`config.mk`:
```
export PLATFORM = sky130hd
export DESIGN_NAME = sec_countdown
export DESIGN_NICKNAME = d
export VERILOG_FILES = /design/src/rtl/cdt_pkg.sv /design/src/rtl/cdt_digit.sv /design/src/rtl/cdt_seg_enc.sv /design/src/rtl/sec_countdown.sv
export SDC_FILE = /design/constraint.sdc
export NUM_CORES = 1
export LEC_CHECK = 0
export CAP_MARGIN = 20
export CORE_MARGIN = 8
export CORE_UTILIZATION = 55
export DETAILED_ROUTE_END_ITERATION = 8
export GPL_TIMING_DRIVEN = 1
export PLACE_DENSITY = 0.83
export SLEW_MARGIN = 30
export SYNTH_ARGS = -nofsm -noshare
export SYNTH_HDL_FRONTEND = slang
export SYNTH_SLANG_ARGS = --single-unit
```
`constraint.sdc`:
```
create_clock -name clk -period 4.2 [get_ports clk]
set_clock_uncertainty 0.1 [all_clocks]
set_input_delay 0.42 -clock clk [delete_from_list [all_inputs] [get_ports clk]]
set_output_delay 0.42 -clock clk [all_outputs]
set_load 0.05 [all_outputs]
```
`src/rtl/cdt_pkg.sv`:
```
// Shared widths, types and the seven-segment table for the seconds countdown.
// Assumes one BCD digit per four bits and seven segments ordered a (bit 0) to g.
package cdt_pkg;
    localparam int DIGIT_W = 4;
    localparam int SEG_W   = 7;

    typedef logic [DIGIT_W-1:0] bcd_t;
    typedef logic [SEG_W-1:0]   seg_t;

    localparam seg_t SEG_BLANK = '1;

    // Active-low pattern for one BCD value; codes above 9 blank the digit.
    function automatic seg_t seg_of(input bcd_t v);
        seg_t lit;
        case (v)
            4'd0:    lit = 7'h3F;
            4'd1:    lit = 7'h06;
            4'd2:    lit = 7'h5B;
            4'd3:    lit = 7'h4F;
            4'd4:    lit = 7'h66;
            4'd5:    lit = 7'h6D;
            4'd6:    lit = 7'h7D;
            4'd7:    lit = 7'h07;
            4'd8:    lit = 7'h7F;
            4'd9:    lit = 7'h6F;
            default: lit = 7'h00;
        endcase
        return ~lit;
    endfunction
endpackage

```
`src/rtl/cdt_digit.sv`:
```
// One BCD down-counting digit with a synchronous preset.
// Counts down by one when dec is high. Below zero it wraps to TOP_VAL and
// raises borrow in the same cycle. load has priority over dec.
// Assumes LOAD_VAL and TOP_VAL fit in one BCD digit.
module cdt_digit
    import cdt_pkg::*;
#(
    parameter int TOP_VAL  = 9,
    parameter int LOAD_VAL = 0
) (
    input  logic clk,
    input  logic rst_n,
    input  logic load,
    input  logic dec,
    output bcd_t q,
    output logic borrow
);
    localparam bcd_t TOP  = bcd_t'(TOP_VAL);
    localparam bcd_t INIT = bcd_t'(LOAD_VAL);

    // Borrow toward the next digit when a decrement finds this digit at zero.
    assign borrow = dec && !load && (q == '0);

    // Digit register: preset on reset or load, otherwise step down with wrap.
    always_ff @(posedge clk) begin
        if (!rst_n || load) begin
            q <= INIT;
        end else if (dec) begin
            q <= (q == '0) ? TOP : q - 1'b1;
        end
    end

    // a decrement at zero wraps to the top value.
    assert_digit_wrap_R3: assert property (@(posedge clk) disable iff (!rst_n)
        (dec && !load && q == '0) |=> (q == TOP));

    // a decrement above zero lowers the digit by exactly one.
    assert_digit_step_R2: assert property (@(posedge clk) disable iff (!rst_n)
        (dec && !load && q != '0) |=> (q == $past(q) - 1'b1));

    // load wins over a decrement in the same cycle.
    assert_digit_load_R7: assert property (@(posedge clk) disable iff (!rst_n)
        load |=> (q == INIT));
endmodule

```
`src/rtl/cdt_seg_enc.sv`:
```
// Registered active-low seven-segment encoder for one BCD digit.
// The output follows the input one clock later and is blank during reset.
module cdt_seg_enc
    import cdt_pkg::*;
(
    input  logic clk,
    input  logic rst_n,
    input  bcd_t bcd,
    output seg_t seg_n
);
    // Pattern register: blank under reset, else encode the current digit.
    always_ff @(posedge clk) begin
        if (!rst_n) begin
            seg_n <= SEG_BLANK;
        end else begin
            seg_n <= seg_of(bcd);
        end
    end

    // a digit that holds for two edges leaves the pattern unchanged.
    assert_seg_settled_R10: assert property (@(posedge clk) disable iff (!rst_n)
        (bcd <= 4'd9 && $past(rst_n) && $stable(bcd)) |=> $stable(seg_n));
endmodule

```
`src/rtl/sec_countdown.sv`:
```
// Two-digit BCD seconds countdown that presets to a fixed value and halts at 00.
// The ones digit borrows from the tens digit. The zero detector gates the
// count enable, so ticks are ignored at 00. Assumes tick is a clean one-cycle
// strobe synchronous to clk.
module sec_countdown
    import cdt_pkg::*;
#(
    parameter int PRESET_TENS = 6,
    parameter int PRESET_ONES = 0,
    parameter int TENS_TOP    = 5,
    parameter int ONES_TOP    = 9
) (
    input  logic             clk,
    input  logic             rst_n,
    input  logic             tick,
    input  logic             run,
    input  logic             reload,
    output logic [DIGIT_W-1:0] tens_bcd,
    output logic [DIGIT_W-1:0] ones_bcd,
    output logic             done,
    output logic [SEG_W-1:0] tens_seg_n,
    output logic [SEG_W-1:0] ones_seg_n
);
    localparam int NUM_DIGITS = 2;

    logic count_en;
    logic ones_borrow;
    logic tens_borrow;
    bcd_t digit_q [NUM_DIGITS];
    seg_t digit_seg [NUM_DIGITS];

    // Zero detect: both digits read zero.
    assign done = (digit_q[0] == '0) && (digit_q[1] == '0);

    // Count enable: a tick while running, suppressed once the count is 00.
    assign count_en = tick && run && !done;

    cdt_digit #(.TOP_VAL(ONES_TOP), .LOAD_VAL(PRESET_ONES)) u_ones (
        .clk    (clk),
        .rst_n  (rst_n),
        .load   (reload),
        .dec    (count_en),
        .q      (digit_q[0]),
        .borrow (ones_borrow)
    );

    cdt_digit #(.TOP_VAL(TENS_TOP), .LOAD_VAL(PRESET_TENS)) u_tens (
        .clk    (clk),
        .rst_n  (rst_n),
        .load   (reload),
        .dec    (ones_borrow),
        .q      (digit_q[1]),
        .borrow (tens_borrow)
    );

    // One registered encoder per digit.
    for (genvar d = 0; d < NUM_DIGITS; d++) begin : g_seg
        cdt_seg_enc u_enc (
            .clk   (clk),
            .rst_n (rst_n),
            .bcd   (digit_q[d]),
            .seg_n (digit_seg[d])
        );
    end

    assign ones_bcd   = digit_q[0];
    assign tens_bcd   = digit_q[1];
    assign ones_seg_n = digit_seg[0];
    assign tens_seg_n = digit_seg[1];

    // a reload presets the count on the following edge.
    assert_reload_preset_R7: assert property (@(posedge clk) disable iff (!rst_n)
        reload |=> (tens_bcd == bcd_t'(PRESET_TENS) && ones_bcd == bcd_t'(PRESET_ONES)));

    // at 00 the count stays at 00 until a reload.
    assert_hold_at_zero_R5: assert property (@(posedge clk) disable iff (!rst_n)
        (done && !reload) |=> done);

    // with run low the digits do not move.
    assert_pause_holds_R6: assert property (@(posedge clk) disable iff (!rst_n)
        (!run && !reload) |=> ($stable(tens_bcd) && $stable(ones_bcd)));

    // both digits stay within their ranges.
    assert_digit_range_R4: assert property (@(posedge clk) disable iff (!rst_n)
        (tens_bcd <= bcd_t'(PRESET_TENS) && ones_bcd <= bcd_t'(ONES_TOP)));

    // the tens digit never borrows, since 00 disables counting.
    assert_no_tens_borrow_R5: assert property (@(posedge clk) disable iff (!rst_n)
        !tens_borrow);

    // done drops at the edge that reloads.
    assert_done_clears_R9: assert property (@(posedge clk) disable iff (!rst_n)
        reload |=> !done);
endmodule

```
Word level (Yosys, flattened, before mapping)

Memory sizes are Yosys's and may differ from the RTL's. A register that Yosys moved wholly into a read port is not among the register bits.
Cells that the tools add are included.

Register bits: 22
Memory bits (read-only): 224
Output and inout port bits: 23
Word-level logic and storage cells: 29
Bits of input ports: 5
Memories kept: 2

Reduce and logical (&&, ||, !) cells: 11
Add/sub/neg operators: 2
Bitwise operators: 2
Mux-type cells: 8

Memories:

| name             | words | bits a word | read ports | clocked after memory_dff | wr ports | line          | RTL |
|---|---|---|---|---|---|---|---|
| (name not given) | 16    | 7           | 1          | 1                        | 0        | cdt_pkg.sv:15 | `case (v)` |
| (name not given) | 16    | 7           | 1          | 1                        | 0        | cdt_pkg.sv:15 |  |

Operators with widths:

| cell                                                               | number |
|---|---|
| 4-bit 2-to-1 mux                                                   | 6 |
| 7-bit 2-to-1 mux                                                   | 2 |
| 7-bit NOT                                                          | 2 |
| 4-bit logical NOT                                                  | 2 |
| 4-bit by 1-bit subtractor with 4-bit output, second input constant | 2 |
| 1-bit logical AND                                                  | 5 |
| 1-bit logical NOT                                                  | 3 |
| 1-bit logical OR                                                   | 1 |

Logic depth before layout (Yosys ltp)

Gate-level depths: netlist (run 1).

Word-level depth: 8
Mapped depth: 10
Mapped depth without buffers: 10

By module

A second synthesis (run 1) with hierarchy kept.

Cell total of the unflattened synthesis: 122
Area, all modules: 1096.1 um^2

By module, submodules not included:

| module              | sequential area each (um^2) | cells an instance | instances | area each (um^2) |
|---|---|---|---|---|
| cdt_seg_enc         | 140.1                       | 41                | 2         | 361.6 |
| cdt_digit at u_ones | 80.1                        | 19                | 1         | 175.2 |
| cdt_digit at u_tens | 80.1                        | 17                | 1         | 168.9 |
| sec_countdown       | 0.0                         | 4                 | 1         | 28.8 |

Worst setup path before layout (run 1)

OpenSTA, ideal clock, no wires.

Path type: flip-flop to flip-flop
Start point: register u_ones.q[0]
End point: register (tool-made name)
Period minus slack after synthesis: 2.762 ns
Path slack: 1.438 ns
Buffers on the path: 0
Stages on the path, launching flop included: 11
Data required time: 4.033 ns
Library setup time: 0.067 ns
Arrival: 2.595 ns
Cells stage by stage: dfxtp_1 inv_1 ha_1 nor3b_1 a21o_2 a21oi_2 nor2_1 inv_1 ha_1 mux2_2 o21ai_2

RTL lines:

| what                     | line            | RTL |
|---|---|---|
| start: declaration       | cdt_digit.sv:15 | `output bcd_t q,` |
| start signal: assignment | cdt_digit.sv:29 | `q <= (q == '0) ? TOP : q - 1'b1;` |

Worst setup path after layout (run 1)

Start point: register u_ones.q[0]
End point: output done

Cells in the longest elaborated chain, start to end: 2

RTL lines:

| what              | line                | RTL |
|---|---|---|
| 4-bit logical NOT | sec_countdown.sv:33 | `assign done = (digit_q[0] == '0) && (digit_q[1] == '0);` |
| 1-bit logical AND | sec_countdown.sv:33 |  |
| end: declaration  | sec_countdown.sv:20 | `output logic done,` |

No other way between the ends.

==> results of run 1 <==
==> Yosys cell counts, types with 2 or more instances <==
| cell type | instances | area (um2) |
|---|---|---|
| a21o_1 | 3 | 22.5 |
| nand2_1 | 23 | 86.3 |
| or3_4 | 2 | 22.5 |
| dfxtp_1 | 36 | 721 |
| o21ai_0 | 5 | 25.0 |
| inv_1 | 9 | 33.8 |
| nand3_1 | 6 | 30.0 |
| a21boi_0 | 3 | 22.5 |
| o31a_1 | 2 | 17.5 |
| ha_1 | 13 | 163 |
| mux2i_1 | 3 | 30.0 |
| a21oi_1 | 4 | 20.0 |
| nor4_1 | 3 | 18.8 |
| nor2b_1 | 2 | 12.5 |
| and3_1 | 2 | 12.5 |
| mux2_2 | 2 | 22.5 |
| o21a_1 | 3 | 22.5 |
| o21ai_1 | 2 | 10.0 |
| o21ai_2 | 2 | 17.5 |
| clkbuf_1 | 2 | 7.51 |
| nor3_1 | 4 | 20.0 |
| nor2_1 | 4 | 15.0 |
==> area by class of cell <==
cell class | count | area, um2 | share of cell area
Clock buffer | 5 | 37.5 | 0.0194
Clock inverter | 3 | 18.8 | 0.00969
Inverter | 11 | 43.8 | 0.0226
Multi-Input combinational cell | 110 | 807 | 0.417
Sequential cell | 36 | 721 | 0.372
Tap cell | 31 | 38.8 | 0.0200
Timing Repair Buffer | 27 | 270 | 0.140
==> routing by layer <==
| layer | global-route usage | wire, um |
|---|---|---|
| met5 | 0 | 0 |
| met4 | 0.0603 | 66 |
| met3 | 0.0565 | 286 |
| met2 | 0.234 | 1580 |
| met1 | 0.160 | 1430 |
==> stage by stage <==
step,util,instance area (um2),setup WS (ps)
after CTS,0.702,1940,1140
after global placement,0.682,1880,1180
after global routing,0.702,1940,984
after detailed placement,0.682,1880,1040
after floorplan,-,1600,1440
final,0.702,1940,1130
==> cell families after synthesis <==
| kind of cell | after synthesis |
|---|---|
| buf+inv | 15 |
| mux | 5 |
| xor+xnor | 1 |
| fa+ha+maj | 13 |
| compound gates | 34 |
| flops | 36 |
| simple gates | 57 |
==> final timing paths <==
kind	endpoint	depth (start not counted)
min	g_seg[0].u_enc.seg_n[6]	1
max reg2reg	flip-flop	10
max	done	5
min reg2reg	g_seg[0].u_enc.seg_n[6]	1
==> report_power, final <==
part / leakage [nW] / switching (mW) / total [mW] / internal, mW
registers: 0.297 / 0.00655 / 0.366 / 0.360
clock network: 0.0349 / 0.115 / 0.179 / 0.0643
logic: 0.477 / 0.0741 / 0.113 / 0.0392
==> run metrics, run 1 <==
status complete, no violations; Worst Hold Class reg2reg; total congestion overflow 0; Post-Syn Nets 179; post-synthesis compound-gate area fraction 0.170; CTS tree built; Setup TNS Final 0 ps; DP HPWL 2480 um; Worst R2R Setup Slack 1250 ps; max_cap viols 0; placed cells 215; layout cells sized above 1 0.125; H-tree depth 2; Reg clk slew, reported paths 100 ps; number of synthesized register bits 36; most frequent cells in the layout dfxtp_1, clkdlybuf4s50_1, nand2_1; postcts setup bufs 0; Die Wd 69.9 um; CP Cell Sequence inv_1 -> ha_1 -> nor3b_1 -> and2_1 -> clkdlybuf4s50_1; Critical Path Max Stage Delay 800 ps; Via density 5.71; unrepaired setup endpoints after global routing false; GP Congestion 0.854; area delta synth->final 21.4%; diode count 0; Fin Hold WS 282 ps; cell area after synthesis 0.00160 mm2; first-pass GRT wire length 5890 um; CTS Buf Count 5; startpoint class of the critical path flip-flop; CTS root buf clkbuf_4; initial antenna violation count 0; critical path launch point u_ones.q[0]; Max Buffers Root-to-Sink 2; input/output buffers 27; CP Capture Type output pin; 1st-iter DRT viols 87; WL/cell 15.1 um; syn avg cell area 9.91 um2; Distinct cells, synth 48; post-cts resize count 0; worst endpoint data arrival time 2550 ps; Yosys warnings 0; clk sink count 36; Layout Nets 209; Power per Cell Area 340 mW/mm2; EDFF count, synth 0; hold_buf cts 0; Least-Margin Pin Slew 592 ps; die area 0.00488 mm2; Mapped Cells 161; achievable clock frequency 0.326 GHz; Synth Area in Adders 0.102; mux share of post-synthesis cell area 0.0329; Clock Latency Late Sink 340 ps; CP max stage cell clkdlybuf4s50_1; Slew Limit Headroom 0.602; CP top delay family buffers and inverters; CP bufs+invs 2; worst r2r src u_ones.q[0]; fin cells 223; dominant synthesized flop cell dfxtp_1; fraction of registers with async set/reset 0; final wirelength 3370 um; final hold vios 0; Fillers 217; drt first pass iters 4; Final Max Tran Viols 0; most common cell after layout, fill and taps aside dfxtp_1; Leakage 0.809 nW; gr usage total 0.142; Max FO, Critical Path 6; post-synthesis simple-gate area fraction 0.195; post-synthesis sequential area ratio 0.452; DRC 0; Final min period 3070 ps; final critical-path share of the clock period 0.730; Worst VDD drop 0.340 mV; Core ar. 0.00276 mm2; final setup vio count 0; XOR/XNOR Fraction of Synth Area 0.00549; Worst Setup Path Type reg2out; largest family of logic cells by synthesized area simple AND/OR/NAND/NOR gates; antenna-violating nets left 0; vias in the first global route 1,266; Crit path required time 3680 ps; IO Pins 28; Starting Density 0.578; Vias 1,274; num rows 19; Die H 69.9 um; final total power 0.658 mW; largest net degree at the start of global routing 17
Power figures use the tool's default switching activity.
==> run 2: changes to the inputs <==
CORE_UTILIZATION = 51   (was 55)
PLACE_DENSITY = 0.78   (was 0.83)
clock period = 2.9 ns   (was 4.2 ns; I/O delays follow)
==> run metrics, run 2 (synthesized netlist as in run 1, its figures left out) <==
diode count 0 (unchanged); Die H 71.9 um (+3.0%); initial antenna violation count 0 (unchanged); Crit path required time 2510 ps (-1170 ps); vias in the first global route 1,218 (-3.8%); Max Buffers Root-to-Sink 2 (unchanged); CP Cell Sequence nor4_1 -> buf_4 -> and2_1 -> clkdlybuf4s50_1; Fillers 253 (+17%); final total power 0.950 mW (+44%); Multi-input gate area 812 um2 (+0.62%); most frequent cells in the layout dfxtp_1, clkdlybuf4s50_1, nand2_1; largest net degree at the start of global routing 15 (-2); area delta synth->final 24.7%; die area 0.00517 mm2 (+6.0%); DRC 0 (unchanged); achievable clock frequency 0.365 GHz; gr usage total 0.135 (-0.00697); Layout Nets 215 (+2.9%); CP Capture Type output pin; total congestion overflow 0 (unchanged); GP Congestion 0.822 (-3.8%); postcts setup bufs 0 (unchanged); Final min period 2740 ps; final setup vio count 0 (unchanged); num rows 20 (+1); unrepaired setup endpoints after global routing false; DP HPWL 2490 um (+0.29%); Via density 5.58 (-2.3%); R2R depth 10 (unchanged); Leakage 0.843 nW (+4.2%); WL/cell 14.2 um (-5.8%); antenna-violating nets left 0 (unchanged); Worst Hold Class reg2reg; most common cell after layout, fill and taps aside dfxtp_1; status complete, no violations; CTS Buf Count 5 (unchanged); placed cells 223 (+3.7%); placed cell areas 0.00193 mm2 (+2.5%); max_cap viols 0 (unchanged); final critical-path share of the clock period 0.945; IO Pins 28 (unchanged); Register Area 721 um2 (unchanged); drt first pass iters 4 (unchanged); Max FO, Critical Path 7 (+1); Reg clk slew, reported paths 110 ps (about the same); clk sink count 36 (unchanged); Setup TNS Final 0 ps (unchanged); final hold vios 0 (unchanged); H-tree depth 2 (unchanged); Slew Limit Headroom 0.559 (-0.0431); final wirelength 3290 um (-2.4%); fin util 0.663 (-0.0399); first-pass GRT wire length 5540 um (-6.0%); CTS tree built; fin cells 231 (+3.6%); hold_buf cts 0 (unchanged); worst endpoint data arrival time 2350 ps (-200 ps); Final Max Tran Viols 0 (unchanged); Core ar. 0.00300 mm2 (+8.9%); input/output buffers 27 (unchanged); CP max stage cell clkdlybuf4s50_1; Worst VDD drop 0.325 mV (-4.4%); post-cts resize count 2 (+2); hold path depth 1 (unchanged); layout cells sized above 1 0.157 (+0.0316); 1st-iter DRT viols 89 (+2.3%); Least-Margin Pin Slew 657 ps (+64.1 ps); startpoint class of the critical path flip-flop; CTS root buf clkbuf_4; Starting Density 0.531 (-0.0472); Vias 1,290 (+1.3%); post-route cell area 0.00199 mm2 (+2.7%); Clock Latency Late Sink 330 ps (about the same); Power per Cell Area 478 mW/mm2 (+41%); Critical Path Max Stage Delay 800 ps (about the same); Worst Setup Path Type reg2out; Die Wd 71.9 um (+3.0%)
==> run 2: cell types whose count changed in the layout (fill, tap and decap cells not counted), sizes merged <==
cell	delta
buf	+6
==> run 2: critical path, delay by kind of cell, from the launching register on <==
kind	cells	cell delay, ps
buffers and inverters	2	1020
and+or+nand+nor	2	620
DFF	1	390
==> run 2: layout make-up <==
type                            count  area share
Clock buffer                        5      0.0189
Clock inverter                      3     0.00943
Inverter                           11      0.0220
Multi-Input combinational cell    110       0.408
Sequential cell                    36       0.362
Tap cell                           33      0.0208
Timing Repair Buffer               33       0.158
==> run 2: worst paths after layout <==
check	startpoint	end	slack (ps)
max	u_tens.q[1]	done	160
min	flip-flop	g_seg[0].u_enc.seg_n[0]	270
max reg2reg	u_ones.q[0]	flip-flop	230
min reg2reg	flip-flop	g_seg[0].u_enc.seg_n[0]	270
==> run 2: stage by stage <==
stage                     setup slack [ps]  hold WS, ps
after detailed placement              49.6          254
after CTS                              175          276
after global routing                  27.5          285
after floorplan                        138          243
final                                  158          272
after global placement                 296          252
==> run 2: power breakdown <==
| part | internal (mW) | switching, mW |
|---|---|---|
| clock | 0.0931 | 0.158 |
| combinational | 0.0610 | 0.109 |
| sequential | 0.521 | 0.00896 |
| total | 0.675 | 0.276 |
==> run 2: metal layers <==
layer | track usage | routed length [um] | vias up
met1 | 0.153 | 1440 | 598
met4 | 0.0476 | 46 | 0
met5 | 0 | 0 | -
li1 | - | - | 635
met2 | 0.222 | 1540 | 49
met3 | 0.0592 | 254 | 8
==> run 3: changes to the inputs <==
ABC_CLOCK_PERIOD_IN_PS = 2900   (was not set)
==> results of run 3 <==
Same layout as run 2: the final DEF is identical, and so are final timing and power.
